--- src/rtl/trc_pkg.sv ---
package trc_pkg;

    typedef enum logic [1:0] {
        TRC_CAP  = 2'd0,
        TRC_POST = 2'd1,
        TRC_HOLD = 2'd2
    } trc_state_e;

    localparam logic TYPE_STATUS = 1'b0;
    localparam logic TYPE_ADDR   = 1'b1;

endpackage

--- src/rtl/trc_rec_fmt.sv ---
module trc_rec_fmt #(
    parameter int FLOW_W  = 3,
    parameter int FLUSH_W = 2,
    parameter int ADDR_W  = 16,
    parameter int PAY_W   = 16
) (
    input  logic [FLOW_W-1:0]  flow_stat,
    input  logic [FLUSH_W-1:0] flush_stat,
    input  logic [ADDR_W-1:0]  bus_addr,
    output logic [PAY_W:0]     rec_status,
    output logic [PAY_W:0]     rec_addr
);
    import trc_pkg::*;

    always_comb begin
        rec_status = '0;
        rec_status[FLOW_W+FLUSH_W-1:0] = {flow_stat, flush_stat};
        rec_status[PAY_W] = TYPE_STATUS;

        rec_addr = '0;
        rec_addr[ADDR_W-1:0] = bus_addr;
        rec_addr[PAY_W] = TYPE_ADDR;
    end

endmodule

--- src/rtl/trc_ring_mem.sv ---
module trc_ring_mem #(
    parameter int DEPTH = 32,
    parameter int REC_W = 17,
    localparam int PTR_W = $clog2(DEPTH)
) (
    input  logic             clk,
    input  logic             we_a,
    input  logic [PTR_W-1:0] wa_a,
    input  logic [REC_W-1:0] wd_a,
    input  logic             we_b,
    input  logic [PTR_W-1:0] wa_b,
    input  logic [REC_W-1:0] wd_b,
    input  logic [PTR_W-1:0] ra,
    output logic [REC_W-1:0] rd
);
    logic [REC_W-1:0] store [DEPTH];

    always_ff @(posedge clk) begin
        for (int i = 0; i < DEPTH; i++) begin
            if (we_b && (wa_b == PTR_W'(i))) begin
                store[i] <= wd_b;
            end else if (we_a && (wa_a == PTR_W'(i))) begin
                store[i] <= wd_a;
            end
        end
    end

    assign rd = store[ra];

endmodule

--- src/rtl/trc_ctrl.sv ---
module trc_ctrl #(
    parameter int DEPTH    = 32,
    parameter int POST_CYC = 0,
    localparam int PTR_W = $clog2(DEPTH),
    localparam int CNT_W = (POST_CYC < 1) ? 1 : $clog2(POST_CYC + 1)
) (
    input  logic             clk,
    input  logic             rst_n,
    input  logic             sync_in,
    input  logic             host_clr,
    input  logic             mark,
    input  logic             rd_en,
    output logic             we_a,
    output logic             we_b,
    output logic [PTR_W-1:0] wa_a,
    output logic [PTR_W-1:0] wa_b,
    output logic [PTR_W-1:0] ra,
    output logic             frozen_o,
    output logic             full_o,
    output logic             rd_valid_o
);
    import trc_pkg::*;

    typedef struct packed {
        trc_state_e       st;
        logic             sync_q;
        logic [PTR_W-1:0] wr_ptr;
        logic             full;
        logic [CNT_W-1:0] cnt;
        logic [PTR_W-1:0] rd_ptr;
        logic [PTR_W:0]   rd_left;
    } ctrl_t;

    ctrl_t ctl_d, ctl_q;

    logic           capturing;
    logic           fall;
    logic           freeze_now;
    logic [PTR_W:0] sum;

    always_comb begin
        ctl_d      = ctl_q;
        ctl_d.sync_q = sync_in;
        capturing  = (ctl_q.st != TRC_HOLD) && !host_clr;
        fall       = ctl_q.sync_q && !sync_in;
        freeze_now = 1'b0;

        we_a = capturing;
        we_b = capturing && mark;
        wa_a = ctl_q.wr_ptr;
        wa_b = ctl_q.wr_ptr + PTR_W'(1);

        sum = {1'b0, ctl_q.wr_ptr} + {{PTR_W{1'b0}}, we_a} + {{PTR_W{1'b0}}, we_b};
        ctl_d.wr_ptr = sum[PTR_W-1:0];
        if (sum[PTR_W]) begin
            ctl_d.full = 1'b1;
        end

        case (ctl_q.st)
            TRC_CAP: begin
                if (fall) begin
                    if (POST_CYC == 0) begin
                        freeze_now = 1'b1;
                    end else begin
                        ctl_d.st  = TRC_POST;
                        ctl_d.cnt = CNT_W'(POST_CYC);
                    end
                end
            end
            TRC_POST: begin
                if (ctl_q.cnt == CNT_W'(1)) begin
                    freeze_now = 1'b1;
                end else begin
                    ctl_d.cnt = ctl_q.cnt - CNT_W'(1);
                end
            end
            default: begin
                if (rd_en && (ctl_q.rd_left != '0)) begin
                    ctl_d.rd_ptr  = ctl_q.rd_ptr + PTR_W'(1);
                    ctl_d.rd_left = ctl_q.rd_left - (PTR_W+1)'(1);
                end
            end
        endcase

        if (freeze_now) begin
            ctl_d.st      = TRC_HOLD;
            ctl_d.rd_ptr  = ctl_d.full ? ctl_d.wr_ptr : '0;
            ctl_d.rd_left = ctl_d.full ? (PTR_W+1)'(DEPTH) : {1'b0, ctl_d.wr_ptr};
        end

        if (host_clr) begin
            ctl_d        = '0;
            ctl_d.st     = TRC_CAP;
            ctl_d.sync_q = sync_in;
        end
    end

    always_ff @(posedge clk) begin
        if (!rst_n) begin
            ctl_q <= '0;
        end else begin
            ctl_q <= ctl_d;
        end
    end

    assign ra         = ctl_q.rd_ptr;
    assign frozen_o   = (ctl_q.st == TRC_HOLD);
    assign full_o     = ctl_q.full;
    assign rd_valid_o = (ctl_q.st == TRC_HOLD) && (ctl_q.rd_left != '0);

endmodule

--- src/rtl/trace_ring_capture.sv ---
module trace_ring_capture #(
    parameter int FLOW_W   = 3,
    parameter int FLUSH_W  = 2,
    parameter int ADDR_W   = 16,
    parameter int DEPTH    = 32,
    parameter int POST_CYC = 0,
    localparam int PAY_W = (ADDR_W > FLOW_W + FLUSH_W) ? ADDR_W : FLOW_W + FLUSH_W,
    localparam int REC_W = PAY_W + 1,
    localparam int PTR_W = $clog2(DEPTH)
) (
    input  logic               clk,
    input  logic               rst_n,
    input  logic [FLOW_W-1:0]  flow_stat,
    input  logic [FLUSH_W-1:0] flush_stat,
    input  logic               trace_mark,
    input  logic [ADDR_W-1:0]  bus_addr,
    input  logic               sync_in,
    input  logic               host_clr,
    input  logic               rd_en,
    output logic [REC_W-1:0]   rd_data,
    output logic               rd_valid,
    output logic               frozen,
    output logic               full
);
    logic [REC_W-1:0] rec_status, rec_addr;
    logic             we_a, we_b;
    logic [PTR_W-1:0] wa_a, wa_b, ra;

    trc_rec_fmt #(
        .FLOW_W (FLOW_W),
        .FLUSH_W(FLUSH_W),
        .ADDR_W (ADDR_W),
        .PAY_W  (PAY_W)
    ) fmt_i (
        .flow_stat (flow_stat),
        .flush_stat(flush_stat),
        .bus_addr  (bus_addr),
        .rec_status(rec_status),
        .rec_addr  (rec_addr)
    );

    trc_ctrl #(
        .DEPTH   (DEPTH),
        .POST_CYC(POST_CYC)
    ) ctrl_i (
        .clk       (clk),
        .rst_n     (rst_n),
        .sync_in   (sync_in),
        .host_clr  (host_clr),
        .mark      (trace_mark),
        .rd_en     (rd_en),
        .we_a      (we_a),
        .we_b      (we_b),
        .wa_a      (wa_a),
        .wa_b      (wa_b),
        .ra        (ra),
        .frozen_o  (frozen),
        .full_o    (full),
        .rd_valid_o(rd_valid)
    );

    trc_ring_mem #(
        .DEPTH(DEPTH),
        .REC_W(REC_W)
    ) mem_i (
        .clk (clk),
        .we_a(we_a),
        .wa_a(wa_a),
        .wd_a(rec_status),
        .we_b(we_b),
        .wa_b(wa_b),
        .wd_b(rec_addr),
        .ra  (ra),
        .rd  (rd_data)
    );

endmodule

--- config.mk ---
export PLATFORM = sky130hd
export DESIGN_NAME = trace_ring_capture
export DESIGN_NICKNAME = d
export VERILOG_FILES = /design/src/rtl/trc_pkg.sv /design/src/rtl/trc_rec_fmt.sv /design/src/rtl/trc_ring_mem.sv /design/src/rtl/trc_ctrl.sv /design/src/rtl/trace_ring_capture.sv
export SDC_FILE = /design/constraint.sdc
export NUM_CORES = 1
export LEC_CHECK = 0
export CORE_ASPECT_RATIO = 1.5
export CORE_UTILIZATION = 63
export DETAILED_ROUTE_END_ITERATION = 6
export PLACE_DENSITY = 0.8
export RECOVER_POWER = 100
export SLEW_MARGIN = 20
export SYNTH_ARGS = -nofsm -noshare
export SYNTH_HDL_FRONTEND = slang
export SYNTH_SLANG_ARGS = --single-unit
--- constraint.sdc ---
create_clock -name clk -period 4.9 [get_ports clk]
set_input_delay 0.735 -clock clk [delete_from_list [all_inputs] [get_ports clk]]
set_output_delay 0.735 -clock clk [all_outputs]
set_load 0.02 [all_outputs]
# [After elaboration in Yosys (flattened, before gate mapping)]
# Memory sizes are Yosys's and may differ from the RTL's. A register that Yosys moved wholly into a read port is not among the register bits.
# Index checks and enable logic that the tools add are counted.
[word_totals] register_bits=19 ramBits=544 wordCells=509 mem_count=1
[memory_table] name="mem_i.store" words=32 word_bits=17 rd=1 rd_clocked_by_memory_dff=1 write_ports=2 line="trc_ring_mem.sv:16" source="logic [REC_W-1:0] store [DEPTH];"
[classes] add_sub_neg=5 n_eq_ne=63 muxes=292 bitwise_logic=34 reduce_logical=108
[op_table] cell="two-way mux 17 bit" n=62
[op_table] cell="OR reduction 17 bit" n=30
[op_table] cell="two-way mux 1 bit" n=193
[op_table] cell="two-way mux 5 bit" n=33
[op_table] cell="== test 5 bit (second input constant)" n=32
[op_table] cell="== test 5 x 4 -> 1 bit (second input constant)" n=16
[op_table] cell="logical AND 1 bit" n=69
[op_table] cell="== test 5 x 3 -> 1 bit (second input constant)" n=8
[op_table] cell="two-way mux 11 bit" n=3
[op_table] cell="OR 1 bit" n=32
[op_table] cell="== test 5 x 2 -> 1 bit (second input constant)" n=4
[op_table] cell="adder 5 x 1 -> 5 bit (second input constant)" n=2
[op_table] cell="== test 5 x 1 -> 1 bit (second input constant)" n=2
[op_table] cell="logical NOT 5 bit" n=2
[op_table] cell="adder 5 x 1 -> 6 bit" n=1
[op_table] cell="adder 6 x 1 -> 6 bit" n=1
[op_table] cell="two-way mux 6 bit" n=1
[op_table] cell="nonzero test 6 bit" n=1
[op_table] cell="subtractor 6 x 1 -> 6 bit (second input constant)" n=1
[op_table] cell="logical NOT 1 bit" n=2
[op_table] cell="logical NOT 2 bit" n=1
[op_table] cell="!= test 2 x 1 -> 1 bit (second input constant)" n=1
[op_table] cell="inverter 1 bit" n=2
[op_table] cell="AND reduction 2 bit" n=1
[op_table] cell="other kinds (2)" n=2

# [Logic depth before layout (Yosys ltp)]
# Gate-level depths: netlist of run 1.
[depth] ltp_word=23 mapped_depth=10 depth_no_buf=9

# [Hierarchy]
# A second synthesis of run 1 with hierarchy kept.
[unflattened] hier_cells=2167 hier_area_um2=30270.3
[modules_own_cells] module="trc_ring_mem" instances=1 cells_each=2001 area_each_um2=28857.7
[modules_own_cells] module="trc_ctrl" instances=1 cells_each=130 area_each_um2=1149.9
[modules_own_cells] module="trc_rec_fmt" instances=1 cells_each=36 area_each_um2=262.8

# [Worst setup path before layout of run 1]
# OpenSTA, ideal clock, no wires.
[synth_timing] path_type="register to register" from="reg ctrl_i.ctl_q, in the netlist ctrl_i.wa_a[1]" to="mem mem_i.store[17][0], enable pin" setup_time_ns=0.415 arrival_time_ns=3.183 required_ns=4.485 setup_slack_ns=1.303 path_stages_with_launch=9 n_path_buf=3 cell_sequence="dfxtp_1 -> buf_2 -> nand4_1 -> inv_1 -> ha_1 -> or4b_1 -> buf_2 -> clkbuf_1 -> o21ai_0"
[synth_rtl] item="start, declared" line="trc_ctrl.sv:34" source="ctrl_t ctl_d, ctl_q;"
[synth_rtl] item="start signal, assigned" line="trc_ctrl.sv:102" source="ctl_q <= ctl_d;"
[synth_rtl] item="end, declared" line="trc_ring_mem.sv:16"

==> results.md, run 1 <==
Placement:
- The detailed placer's ending HPWL is approximately 47 mm.
- Before CTS, the worst setup slack after placement is 0.973 ns.
- The count of buffers inserted at the top-level ports is 46.
- The routability congestion estimate is around 0.92.
- In this run the cell area measured after placement is about 28000 µm².

Cells and area:
- Fill cells in the final layout number 2987.
- The repair_antennas step left the layout with diodes totalling 0.
- After routing the design area is a little under 30000 µm².
- The area growth from synthesis to layout is 8.76%.
- The final layout net count is approximately 2000.
- In the final layout, the share of cells above drive strength 1 is 14.2%.

Clocking:
- The post-cts resize count is 0.
- The count of clock tree sinks is roughly 570.
- Clock latency on the worst-skew pair, taken at its later pin, is about 0.58 ns.
- After clock tree synthesis, the clock-pin slew on the worst setup and hold paths is approximately 0.07 ns.
- In this run, CTS created clock tree buffers numbering 50.
- The clock passes through at most 3 buffers.
- The root buffer cell chosen for the clock tree is sky130_fd_sc_hd__clkbuf_16.
- Post-CTS timing repair inserted 0 buffers for setup.
- The count of H-tree levels built during CTS is 2.
- In this run, post-CTS hold repair placed 0 buffers.
- TritonCTS built the clock tree.

Worst setup path:
- The worst register-to-register path begins at ctrl_i.wa_a[1]$_SDFF_PP0_.
- The worst setup path is of the flip-flop to output port kind.
- STA classifies the critical path endpoint as an output port.
- STA puts the critical path data arrival time at approximately 3.9 ns.
- Across all register-to-register paths, the minimum setup slack is about 0.40 ns.
- The worst setup path is launched from a flip-flop.
- In this run the worst setup path terminates at rd_data[3].
- In this run the worst path has a maximum fanout of 17.
- Counting cells, the worst reg-to-reg path comes to 6.
- Data on the critical path is required at its endpoint by 4.16 ns.
- The worst reg2reg path endpoint is mem_i.store[23][13]$_SDFFCE_PP0P_.

STA:
- For the final database, setup skew stands at 0.00778 ns.
- Setup repair after global routing left no endpoint under its margin.
- Timing would allow up to between 0.2 and 0.25 GHz.
- The total count of max-transition violations in the final report is just over 100.
- Once routing completed, OpenROAD measured the worst setup slack at a little over 0.3 ns.
- The routed design could run at a clock period as short as between 4 and 5 ns.
- After layout, the worst path uses 93.8% of the clock period.
- The setup TNS is 0 ns.
- The final number of hold-violating endpoints is 0.
- The tightest slew margin relative to the limit is -29.0%.
- The post-route worst hold slack is 0.458 ns.
- Setup violations remaining at the end of the flow were counted as 0.
- The slew of the pin with the lowest slew margin is 1.92 ns.

Run status:
- The run finished, with violations left.
- The final reports fail on DRC, capacitance limit, slew limit.

GRT:
- Entering global routing, the biggest net connects 46 pins.
- The met2 usage is about 57%.
- The global-route congestion overflow total is 0.
- The first global-routing pass estimated 107 mm of wire.
- The global-route total usage across every layer is around 34%.
- The met1 track demand over resource is between 40% and 50%.
- The number of global-route vias before repair is 16800.
- The layer carrying the most global-route usage is met2.
- The met3 layer usage reported by global route is 4.66%.
- The initial antenna violation count is 0.

Power and ir drop:
- The leakage power is slightly below 0.009 µW.
- The largest vdd supply drop is 304 µV.
- The power per unit of standard cell area is around 330 nW/µm².

Floorplan:
- The number of top-level pins is between 40 and 50.
- The die is ~170 µm wide.
- The floorplan step defined a die boundary enclosing between 40000 and 50000 µm².
- The initial core utilization is 64.0%.
- The floorplan has 92 rows.
- The area of the core region is roughly 42000 µm².
- The die is 255 µm tall.

Route:
- Summed over all layers, the routed wires come to 71.7 mm.
- After the first detailed-routing iteration, the DRC count stood at between 1500 and 2000.
- The number of nets with antenna violations after routing is 0.
- The wire length per cell after detailed routing is about 28 µm.
- The number of DRC violations after detailed routing is 2.
- The detailed router placed between 15000 and 20000 vias in this run.
- The count of TritonRoute iterations in the first routing pass is 7.
- The number of vias per cell is between 6 and 7.

Synthesis:
- The most area-hungry cell type in the Yosys netlist is sky130_fd_sc_hd__edfxtp_1.
- The area of the mapped netlist is approximately 27000 µm².
- The synthesized design contains around 530 enable-type register cells.
- The count of different cell masters after synthesis is slightly above 60.
- The count of synthesis-stage warnings from yosys is 0.
- In this run the mean area of a mapped cell was 13.7 µm².
- The most used flip-flop cell after synthesis is sky130_fd_sc_hd__edfxtp_1.
- The post-synthesis async set-or-reset flop share is 0%.
- Yosys attributes the largest share of cell area to sky130_fd_sc_hd__edfxtp_1, sky130_fd_sc_hd__mux2i_1, sky130_fd_sc_hd__and2_1.
- After technology mapping, the gate count stands at about 2000.
- The portion of the post-synthesis area used by sequential elements is 61.9%.
- Summed over its instances, the top area cell type makes up between 50% and 60% of the synthesized netlist area.
- Synthesis produced a netlist with a net count of between 2000 and 2500.
- The register bit count reported by yosys is between 500 and 600.

Run:
- The number of max-cap violations is 5.

Hold path:
- The tightest min-delay check is of the flip-flop to flip-flop type.
## state kept, by name, summed over array words and instances (netlist names), named ones only
name,cells
ctrl_i.ctl_q,8
ctrl_i.full_o,1
ctrl_i.ra,5
ctrl_i.wa_a,5
mem_i.store,544
## logic make-up after synthesis
kind of cell / count (synthesis) / share of synthesized area (%)
multiplexers: 430 / 16.7
AO/OA/AOI/OAI: 215 / 5.63
flip-flops: 568 / 61.9
XOR/XNOR: 8 / 0.260
AND/OR/NAND/NOR: 554 / 12.2
adder cells (fa/ha/maj): 7 / 0.352
buffers and inverters: 187 / 3.02
## routing by layer
| metal | up-vias | share of wire [%] |
|---|---|---|
| li1 | 7306 | - |
| met3 | 238 | 7.0 |
| met4 | 0 | 7.0 |
| met2 | 807 | 51 |
| met1 | 8317 | 35 |
| met5 | - | 0 |
## power by group
group | total, µW | internal [µW] | switching [µW]
Clock | 3760 | 2040 | 1720
Sequential | 5360 | 5340 | 19.7
Combinational | 515 | 198 | 317
Total | 9630 | 7570 | 2060
## final cells by class
cell class	count	area [µm²]	area share, %
clock buffer	62	1380	4.70
clock inverter	26	144	0.490
inverter	18	67.6	0.230
multi-input combinational	1214	9480	32.3
sequential	568	16700	56.9
tap	564	706	2.40
timing repair buffer	115	872	2.97
## cells in the mapped netlist, types with 2 or more instances
cell / n
sky130_fd_sc_hd__o21ai_0: 47
sky130_fd_sc_hd__buf_6: 3
sky130_fd_sc_hd__inv_2: 4
sky130_fd_sc_hd__inv_1: 14
sky130_fd_sc_hd__nor3_1: 8
sky130_fd_sc_hd__dfxtp_1: 36
sky130_fd_sc_hd__buf_1: 2
sky130_fd_sc_hd__xnor2_1: 6
sky130_fd_sc_hd__clkbuf_1: 100
sky130_fd_sc_hd__xor2_1: 2
sky130_fd_sc_hd__nor4_1: 2
sky130_fd_sc_hd__o32ai_1: 3
sky130_fd_sc_hd__buf_4: 4
sky130_fd_sc_hd__nor4bb_1: 5
sky130_fd_sc_hd__nand4_1: 36
sky130_fd_sc_hd__nor4b_4: 2
sky130_fd_sc_hd__nor2_1: 44
sky130_fd_sc_hd__o22ai_1: 3
sky130_fd_sc_hd__ha_1: 6
sky130_fd_sc_hd__a22o_1: 5
sky130_fd_sc_hd__and2_1: 345
sky130_fd_sc_hd__nor4b_2: 2
sky130_fd_sc_hd__nand3_1: 9
sky130_fd_sc_hd__a21oi_1: 2
sky130_fd_sc_hd__nor2b_1: 5
sky130_fd_sc_hd__or3_1: 3
sky130_fd_sc_hd__a21o_1: 2
sky130_fd_sc_hd__edfxtp_1: 532
sky130_fd_sc_hd__buf_2: 57
sky130_fd_sc_hd__nand2b_1: 6
sky130_fd_sc_hd__clkbuf_2: 3
sky130_fd_sc_hd__a211oi_1: 6
sky130_fd_sc_hd__and2b_1: 3
sky130_fd_sc_hd__nand2_1: 69
sky130_fd_sc_hd__mux2_2: 156
sky130_fd_sc_hd__mux2i_1: 274
sky130_fd_sc_hd__a22oi_1: 136
sky130_fd_sc_hd__and4b_1: 4
## placed cells by master (no fill, tap or decap), types with 35 or more instances in the layout
cell type and instances:
sky130_fd_sc_hd__nor2_1 46, sky130_fd_sc_hd__and2_0 169, sky130_fd_sc_hd__nand2_1 69, sky130_fd_sc_hd__mux2i_1 274, sky130_fd_sc_hd__dfxtp_1 35, sky130_fd_sc_hd__clkbuf_16 53
sky130_fd_sc_hd__edfxtp_1 532, sky130_fd_sc_hd__mux2_2 155, sky130_fd_sc_hd__a22oi_1 136, sky130_fd_sc_hd__clkbuf_1 40, sky130_fd_sc_hd__o21ai_0 45, sky130_fd_sc_hd__nand4_1 36
sky130_fd_sc_hd__and2_1 176
## worst min path at each step
stage / startpoint / endpoint / cells past startpoint
3_5_place_dp: mem_i.store[16][11]$_SDFFE_PP0P_ / mem_i.store[16][11]$_SDFFE_PP0P_ / 2
2_1_floorplan: mem_i.store[16][16]$_SDFFE_PP0P_ / mem_i.store[16][16]$_SDFFE_PP0P_ / 1
3_3_place_gp: mem_i.store[16][16]$_SDFFE_PP0P_ / mem_i.store[16][16]$_SDFFE_PP0P_ / 1
6_report: mem_i.store[16][11]$_SDFFE_PP0P_ / mem_i.store[16][11]$_SDFFE_PP0P_ / 2
5_1_grt: mem_i.store[16][8]$_SDFFE_PP0P_ / mem_i.store[16][8]$_SDFFE_PP0P_ / 2
4_1_cts: mem_i.store[16][11]$_SDFFE_PP0P_ / mem_i.store[16][11]$_SDFFE_PP0P_ / 2
## critical path: stages, from the launching register on
cell,delay [ns]
sky130_fd_sc_hd__dfxtp_1,0.89
sky130_fd_sc_hd__nor4b_4,0.97
sky130_fd_sc_hd__a22oi_1,0.39
sky130_fd_sc_hd__nand4_1,0.25
sky130_fd_sc_hd__nor2_1,0.10
sky130_fd_sc_hd__dlygate4sd3_1,0.65
## per-stage QoR
stage | total power [µW] | util, % | std cells
after floorplan | 5770 | - | 1969
after global placement | 5960 | 66.4 | 2479
after detailed placement | 5980 | 66.4 | 2479
after CTS | 9650 | 70.0 | 2567
after global routing | 9850 | 69.7 | 2567
final | 9630 | 69.7 | 2567
No activity file was read; power rests on OpenSTA's default activity.
==> run 2, diff against run 1 <==
CORE_ASPECT_RATIO = 0.9   (was 1.5)
CORE_UTILIZATION = 64   (was 63)
DONT_BUFFER_PORTS = 1   (was not set)
==> run 2 against run 1 <==
The flow finishes with violations (capacitance limit, slew limit). Critical path depth did not move. Sequential share of layout area increased by 0.64 points. Wire length is 1.1% higher. Sequential power hardly changed. Cell count decreased by 2.7%. Clock power is 11% higher.
==> results.md, run 2 (synthesized netlist as in run 1, its figures left out) <==
Run status:
- The run finished, with violations left.
- The final reports fail on capacitance limit, slew limit.

Power and ir drop:
- The reported net switching power is 2050 µW (-0.35%).
- The combinational group share of total power was 3.7% (-1.6 points).
- The sequential power share was 54.0% (-1.6 points).
- The proportion of power drawn by the clock network was 42.3% (+3.3 points).
- The internal portion of total power is 7870 µW (+3.9%).
- The power per unit of standard cell area was 342 nW/µm² (+4.1%).
- The leakage power was 0.00871 µW (-2.2%).
- The net switching share of the total power is 20.7% (-0.69 points).
- The post-layout total power is 9920 µW (+3.0%).
- The largest vdd supply drop came to 291 µV (-4.2%).

Cells and area:
- The share of layout cells above drive strength 1 is 13.4% (-0.74 points).
- Leaving out fill and tap cells, the most frequent cell in the layout is sky130_fd_sc_hd__edfxtp_1.
- In the layout the commonest cells are sky130_fd_sc_hd__edfxtp_1, sky130_fd_sc_hd__mux2i_1, sky130_fd_sc_hd__and2_1.
- The register with the most flip-flops in the final layout is mem_i.store.
- The filler cell count is 2713 (-9.2%).
- The multi-input logic area is 9520 µm² (+0.46%).
- The final layout net count was 1943 (-2.9%).
- The post-synthesis to final-layout area growth is 7.55%.
- The final design utilization is 70.7% (+0.99 points).
- The number of flip-flops in the largest register is 544 (unchanged).
- The largest registers in the layout are mem_i.store: 544 flops, ctrl_i.ctl_q: 8 flops.
- The number of diodes was 0 (unchanged).
- The cell area after layout is 29000 µm² (-1.1%).
- The sequential cell area is 16700 µm² (unchanged).

Hold path:
- The number of instances on the worst hold path came to 2 (unchanged).
- In this run the most critical hold path is launched from bus_addr[9].
- The worst hold path belongs to the class input port to flip-flop.
- The path with the worst hold slack has its endpoint at mem_i.store[16][9]$_SDFFE_PP0P_.

GRT:
- The initial antenna violation count is 1 (+1).
- The largest net degree at the start of global routing was 82 (+78%).
- The number of global-route vias before repair came to 16200 (-4.1%).
- The global-route total usage across every layer was 34.2% (+0.62 points).
- The global-route congestion overflow total is 0 (unchanged).
- The first-pass GRT wire length is 106 mm (-0.38%).

Worst setup path:
- The slack of the worst reg-to-reg path was 0.91 ns (+0.51 ns).
- STA classifies the critical path endpoint as an output port.
- In this run the critical register-to-register path is captured at mem_i.store[21][10]$_SDFFCE_PP0P_.
- The critical path start-end classification is flip-flop to output port.
- The top fanout value on the critical path is 81 (+64).
- The kind of cell with the highest combined delay along the critical path is simple AND/OR/NAND/NOR gates.
- The slowest cell on the critical path is sky130_fd_sc_hd__buf_6.
- The worst path buffer plus inverter count is 1 (unchanged).
- The data required time at the worst endpoint came to 4.16 ns (about the same).
- The number of cells on the worst reg-to-reg path is 7 (+1).
- STA classifies the critical path startpoint as a flip-flop.
- The critical path goes through buf_6 > mux2i_1 > a22oi_1 > nand4_1 > nor2_1.
- The data arrival time of the critical path is 3.65 ns (-0.21 ns).
- The largest incremental delay on the critical path is 0.80 ns (-0.17 ns).
- The worst flop-to-flop path startpoint is ctrl_i.wa_a[2]$_SDFF_PP0_.

Placement:
- The detailed placer's ending HPWL was 45.3 mm (-3.0%).
- The placed cell area is 27400 µm² (-1.9%).
- The count of buffers inserted at the top-level ports came to 0 (-100%).
- The routability congestion estimate is 0.939 (+2.6%).

STA:
- The slew of the pin with the lowest slew margin is 1.86 ns (-0.0605 ns).
- The final number of hold-violating endpoints came to 0 (unchanged).
- The post-route worst hold slack was 0.254 ns (-0.205 ns).
- The time the worst path needs with I/O delays and setup is 4.38 ns (-0.215 ns).
- The tightest slew margin relative to the limit was -24.9% (+4.1 points).
- Setup repair after global routing left no endpoint under its margin.
- The share of the cycle needed by the critical path after routing is 89.4% (-4.4 points).
- The final worst clock skew was 0.0291 ns (+0.0213 ns).
- The total count of max-transition violations in the final report is 101 (unchanged).
- The count of endpoints failing setup in the final report was 0 (unchanged).
- The setup TNS is 0 ns (unchanged).
- The top achievable clock speed came to 0.228 GHz (+4.9%).

Clocking:
- The count of hold-fix buffers inserted at cts is 0 (unchanged).
- The number of CTS-inserted buffers came to 56 (+12%).
- The clock latency at the later pin of the worst-skew pair came to 0.63 ns (+0.05 ns).
- CTS placed an instance of sky130_fd_sc_hd__clkbuf_16 at the clock tree root.
- The count of H-tree levels built during CTS is 2 (unchanged).
- The clock edge transition at the registers on the reported setup and hold paths came to 0.07 ns (about the same).
- The count of clock tree sinks is 568 (unchanged).
- The maximum buffer depth of the clock tree is 3 (unchanged).
- The post-cts resize count is 0 (unchanged).
- TritonCTS built the clock tree.
- The buffer count from post-CTS setup fixing is 0 (unchanged).

Route:
- The count of TritonRoute iterations in the first routing pass is 5 (-2).
- The number of vias per cell is 6.72 (+3.6%).
- The wire length on met2 was 32.7 mm (-10%).
- The sum of routed wire segments on met1 is 28.6 mm (+14%).
- The wire length on met3 is 8.96 mm (+79%).
- The number of DRC violations after detailed routing is 0 (-2).
- The number of nets with antenna violations after routing is 0 (unchanged).
- The highest layer touched by signal routing is met4.
- The total wirelength of the detailed-routed design is 72.5 mm (+1.1%).
- The wire length per cell after detailed routing was 29.0 µm (+4.0%).
- The detailed-route via count is 16800 (+0.74%).
- The count of routing violations after the opening detailed-route iteration came to 2406 (+36%).

Run:
- The number of max-cap violations came to 5 (unchanged).

Floorplan:
- The initial core utilization was 65.7% (+1.6 points).
- The full die area is 43000 µm² (-1.6%).
- The die span in y is 197 µm (-23%).
- The floorplan row count is 70 (-24%).
- The number of top-level pins is 47 (unchanged).
- The area of the core region came to 41100 µm² (-2.5%).
- The die boundary width was 218 µm (+28%).
==> run 2: changes by cell type in the layout (fill, tap and decap cells not counted), sizes merged <==
cell,delta
bufinv,+1
clkinvlp,-1
buf,-30
clkbuf,+27
clkinv,-5
dlygate4sd3,-22
clkdlybuf4s50,-15
inv,-1
==> run 2: worst max-delay path by stage <==
stage                                   start                           endpoint  cells past startpoint
global placement    ctrl_i.wa_a[2]$_SDFF_PP0_  mem_i.store[31][15]$_SDFFCE_PP0P_                      5
finish                              flip-flop                         rd_data[1]                      5
CTS                                 flip-flop                         rd_data[9]                      4
detailed placement  ctrl_i.wa_a[2]$_SDFF_PP0_   mem_i.store[25][8]$_SDFFCE_PP0P_                      5
floorplan           ctrl_i.wa_a[1]$_SDFF_PP0_       mem_i.store[17][0]$_DFFE_PP_                      8
global route                        flip-flop                         rd_data[0]                      5
==> run 2: power groups by stage <==
stage	logic [µW]	clock network (µW)	registers [µW]
after global routing	396	4360	5360
after floorplan	316	0	5450
final	369	4190	5360
after CTS	374	4190	5360
after global placement	356	0	5460
after detailed placement	371	0	5460
==> run 2: routing by layer <==
layer | vias to the layer above | track usage, %
met5 | - | 0
met4 | 0 | 10.3
met3 | 143 | 8.38
met2 | 1068 | 51.2
met1 | 8383 | 49.6
li1 | 7198 | -
==> run 2: final cells by class <==
class | count | area share [%]
clock buffer | 86 | 5.57
clock inverter | 20 | 0.517
inverter | 18 | 0.233
multi-input combinational | 1214 | 32.8
sequential | 568 | 57.5
tap | 540 | 2.33
timing repair buffer | 51 | 0.996
==> run 2: stage by stage <==
step	setup WS, ns	cells
final	0.519	2497
after global routing	0.445	2497
after CTS	0.872	2497
after detailed placement	1.42	2391
after global placement	1.48	2391
after floorplan	1.30	1969
==> run 3, diff against run 2 <==
CTS_BUF_LIST = sky130_fd_sc_hd__clkbuf_2   (was not set)
==> run 3 against run 2 <==
The flow finishes with violations (DRC, capacitance limit, slew limit). Register-to-register slack lost 0.33 ns. Largest cell class unchanged. Clock power down 14%. Wire length is 5.1% higher. Cell count grew 8.9%. Largest power group unchanged. Core utilization is 1.6 points higher. Combinational power rose by 52%. Sequential power about the same. Non-clock buffer count grew 74.
==> results.md, run 3 (synthesized netlist as in run 1, its figures left out) <==
Cells and area:
- The share of layout cells above drive strength 1 came to 20.0% (+6.5 points).
- The area growth from synthesis to layout is 10.0%.
- The number of flip-flops in the largest register is 544 (unchanged).
- The final design utilization came to 72.3% (+1.6 points).
- The final layout net count is 2100 (+8.1%).
- The library cells used most frequently in the layout, excluding fill and tap cells, are sky130_fd_sc_hd__edfxtp_1, sky130_fd_sc_hd__mux2i_1, sky130_fd_sc_hd__clkbuf_2.
- The leading cell type in the layout, fill and taps excluded is sky130_fd_sc_hd__edfxtp_1.
- The largest registers in the layout are mem_i.store: 544 flops, ctrl_i.ctl_q: 8 flops.
- More flip-flops sit in one register than any other, and that register is mem_i.store.

Clocking:
- The buffer cell driving the clock tree root is sky130_fd_sc_hd__clkbuf_2.
- The clock edge transition at the registers on the reported setup and hold paths is 0.10 ns (+0.03 ns).
- The number of CTS-inserted buffers is 139 (+150%).
- TritonCTS built the clock tree.
- The maximum buffer depth of the clock tree came to 3 (unchanged).
- The buffer count from post-CTS setup fixing came to 0 (unchanged).
- The count of clock tree sinks came to 568 (unchanged).
- The count of H-tree levels built during CTS is 4 (+2).
- The clock latency at the later pin of the worst-skew pair is 1.18 ns (+0.55 ns).

Route:
- The number of vias per cell is 6.54 (-2.8%).
- The number of DRC violations after detailed routing is 1 (+1).
- The detailed-route via count is 17800 (+5.8%).
- The number of nets with antenna violations after routing was 0 (unchanged).
- The wire length per cell after detailed routing came to 28.0 µm (-3.4%).
- The count of TritonRoute iterations in the first routing pass was 7 (+2).
- The total wirelength of the detailed-routed design was 76.2 mm (+5.1%).
- The count of routing violations after the opening detailed-route iteration is 2614 (+8.6%).

Placement:
- The count of buffers inserted at the top-level ports is 0 (unchanged).
- The routability congestion estimate was 0.939 (unchanged).
- The detailed placer's ending HPWL is 45.3 mm (unchanged).

STA:
- The slew of the pin with the lowest slew margin came to 1.82 ns (-0.0421 ns).
- The setup TNS is 0 ns (unchanged).
- The final worst clock skew was 0.0795 ns (+0.0504 ns).
- The top achievable clock speed is 0.213 GHz (-6.9%).
- The share of the cycle needed by the critical path after routing is 96.0% (+6.6 points).
- The total count of max-transition violations in the final report came to 119 (+18%).
- The time the worst path needs with I/O delays and setup is 4.71 ns (+0.325 ns).
- Setup repair after global routing left no endpoint under its margin.
- The final number of hold-violating endpoints is 0 (unchanged).
- The count of endpoints failing setup in the final report was 0 (unchanged).
- The tightest slew margin relative to the limit is -22.1% (+2.8 points).

Floorplan:
- The number of top-level pins is 47 (unchanged).
- The area of the core region is 41100 µm² (unchanged).
- The die span in y was 197 µm (unchanged).
- The initial core utilization came to 65.7% (unchanged).
- The full die area was 43000 µm² (unchanged).
- The die boundary width came to 218 µm (unchanged).
- The floorplan row count is 70 (unchanged).

Worst setup path:
- The critical path start-end classification is flip-flop to output port.
- The worst setup path is launched from a flip-flop.
- STA classifies the critical path endpoint as an output port.
- The data arrival time of the critical path is 3.97 ns (+0.32 ns).
- The data required time at the worst endpoint is 4.16 ns (about the same).
- The top fanout value on the critical path came to 17 (-79%).

Power and ir drop:
- The power per unit of standard cell area is 320 nW/µm² (-6.4%).
- The leakage power is 0.00931 µW (+6.9%).
- The largest vdd supply drop is 212 µV (-27%).

GRT:
- The initial antenna violation count is 7 (+6).
- The number of global-route vias before repair is 17300 (+7.3%).
- The global-route congestion overflow total is 0 (unchanged).
- The global-route total usage across every layer was 36.1% (+1.9 points).
- The first-pass GRT wire length is 111 mm (+4.9%).
- The largest net degree at the start of global routing is 82 (unchanged).

Run:
- The number of max-cap violations was 6 (+1).

Hold path:
- The class of the most critical hold timing path is input port to flip-flop.

Run status:
- The run finished, with violations left.
- The checks that failed: DRC, capacitance limit, slew limit.
-- run 3: cell types whose count changed in the layout (fill, tap and decap cells not counted), sizes merged --
cell	previous run	this run
buf	15	36
inv	18	21
bufinv	2	10
dlygate4sd3	0	53
diode	0	6
clkinv	18	25
clkbuf	122	245
-- run 3: path summary, 6_finish.rpt --
| check | slack [ns] | to | cells after the start | from |
|---|---|---|---|---|
| setup / recovery | 0.19 | rd_data[9] | 4 | flip-flop |
| hold / removal | 0.11 | flip-flop | 4 | rd_en |
| setup reg to reg | 0.58 | mem_i.store[16][12]$_SDFFE_PP0P_ | 8 | ctrl_i.wa_a[2]$_SDFF_PP0_ |
| hold reg to reg | 0.47 | mem_i.store[16][9]$_SDFFE_PP0P_ | 2 | mem_i.store[16][9]$_SDFFE_PP0P_ |
-- run 3: timing repair --
| item | CTS | global route |
|---|---|---|
| hold endpoints to repair | 534 | 0 |
| hold buffers | 74 | 0 |
| resized for setup | 0 | 0 |
-- run 3: metrics by stage --
stage	instance area, µm²	total power, µW	setup slack (ns)	hold slack (ns)	cells
finish	29700	9500	0.194	0.111	2718
global route	29700	9780	0.0804	0.0864	2717
CTS	29800	9500	0.226	0.0162	2712
detailed placement	27400	5830	1.42	0.451	2391
global placement	27400	5810	1.48	0.435	2391
floorplan	27000	5770	1.30	0.425	1969
-- run 3: layout make-up --
| cell class | instances | area, µm² |
|---|---|---|
| clock inverters | 38 | 410 |
| clock buffers | 209 | 1050 |
| inverters | 18 | 67.6 |
| repair buffers | 125 | 1250 |
| well taps | 540 | 676 |
| diodes | 6 | 15.0 |
| fillers | 2692 | 11400 |
| flip-flops and latches | 568 | 16700 |
| multi-input cells | 1214 | 9520 |
-- run 3: metal layers --
layer  track usage (%)  vias up  part of all wire [%]
li1                  -     7597                     -
met3              11.2      168                    14
met4              12.4        8                   3.3
met1              50.8     8773                    38
met2              53.4     1226                    45
met5                 0        -                 0.080
-- run 3: worst max-delay path: stages, from the launching register on --
cell	delay (ns)
sky130_fd_sc_hd__dfxtp_1	0.90
sky130_fd_sc_hd__and4b_1	0.57
sky130_fd_sc_hd__a22oi_1	0.51
sky130_fd_sc_hd__nand4_1	0.23
sky130_fd_sc_hd__nor2_1	0.57
-- run 3: report_power, final --
part / internal (µW) / switching (µW)
combinational: 215 / 346
clock: 1650 / 1940
sequential: 5330 / 17.8
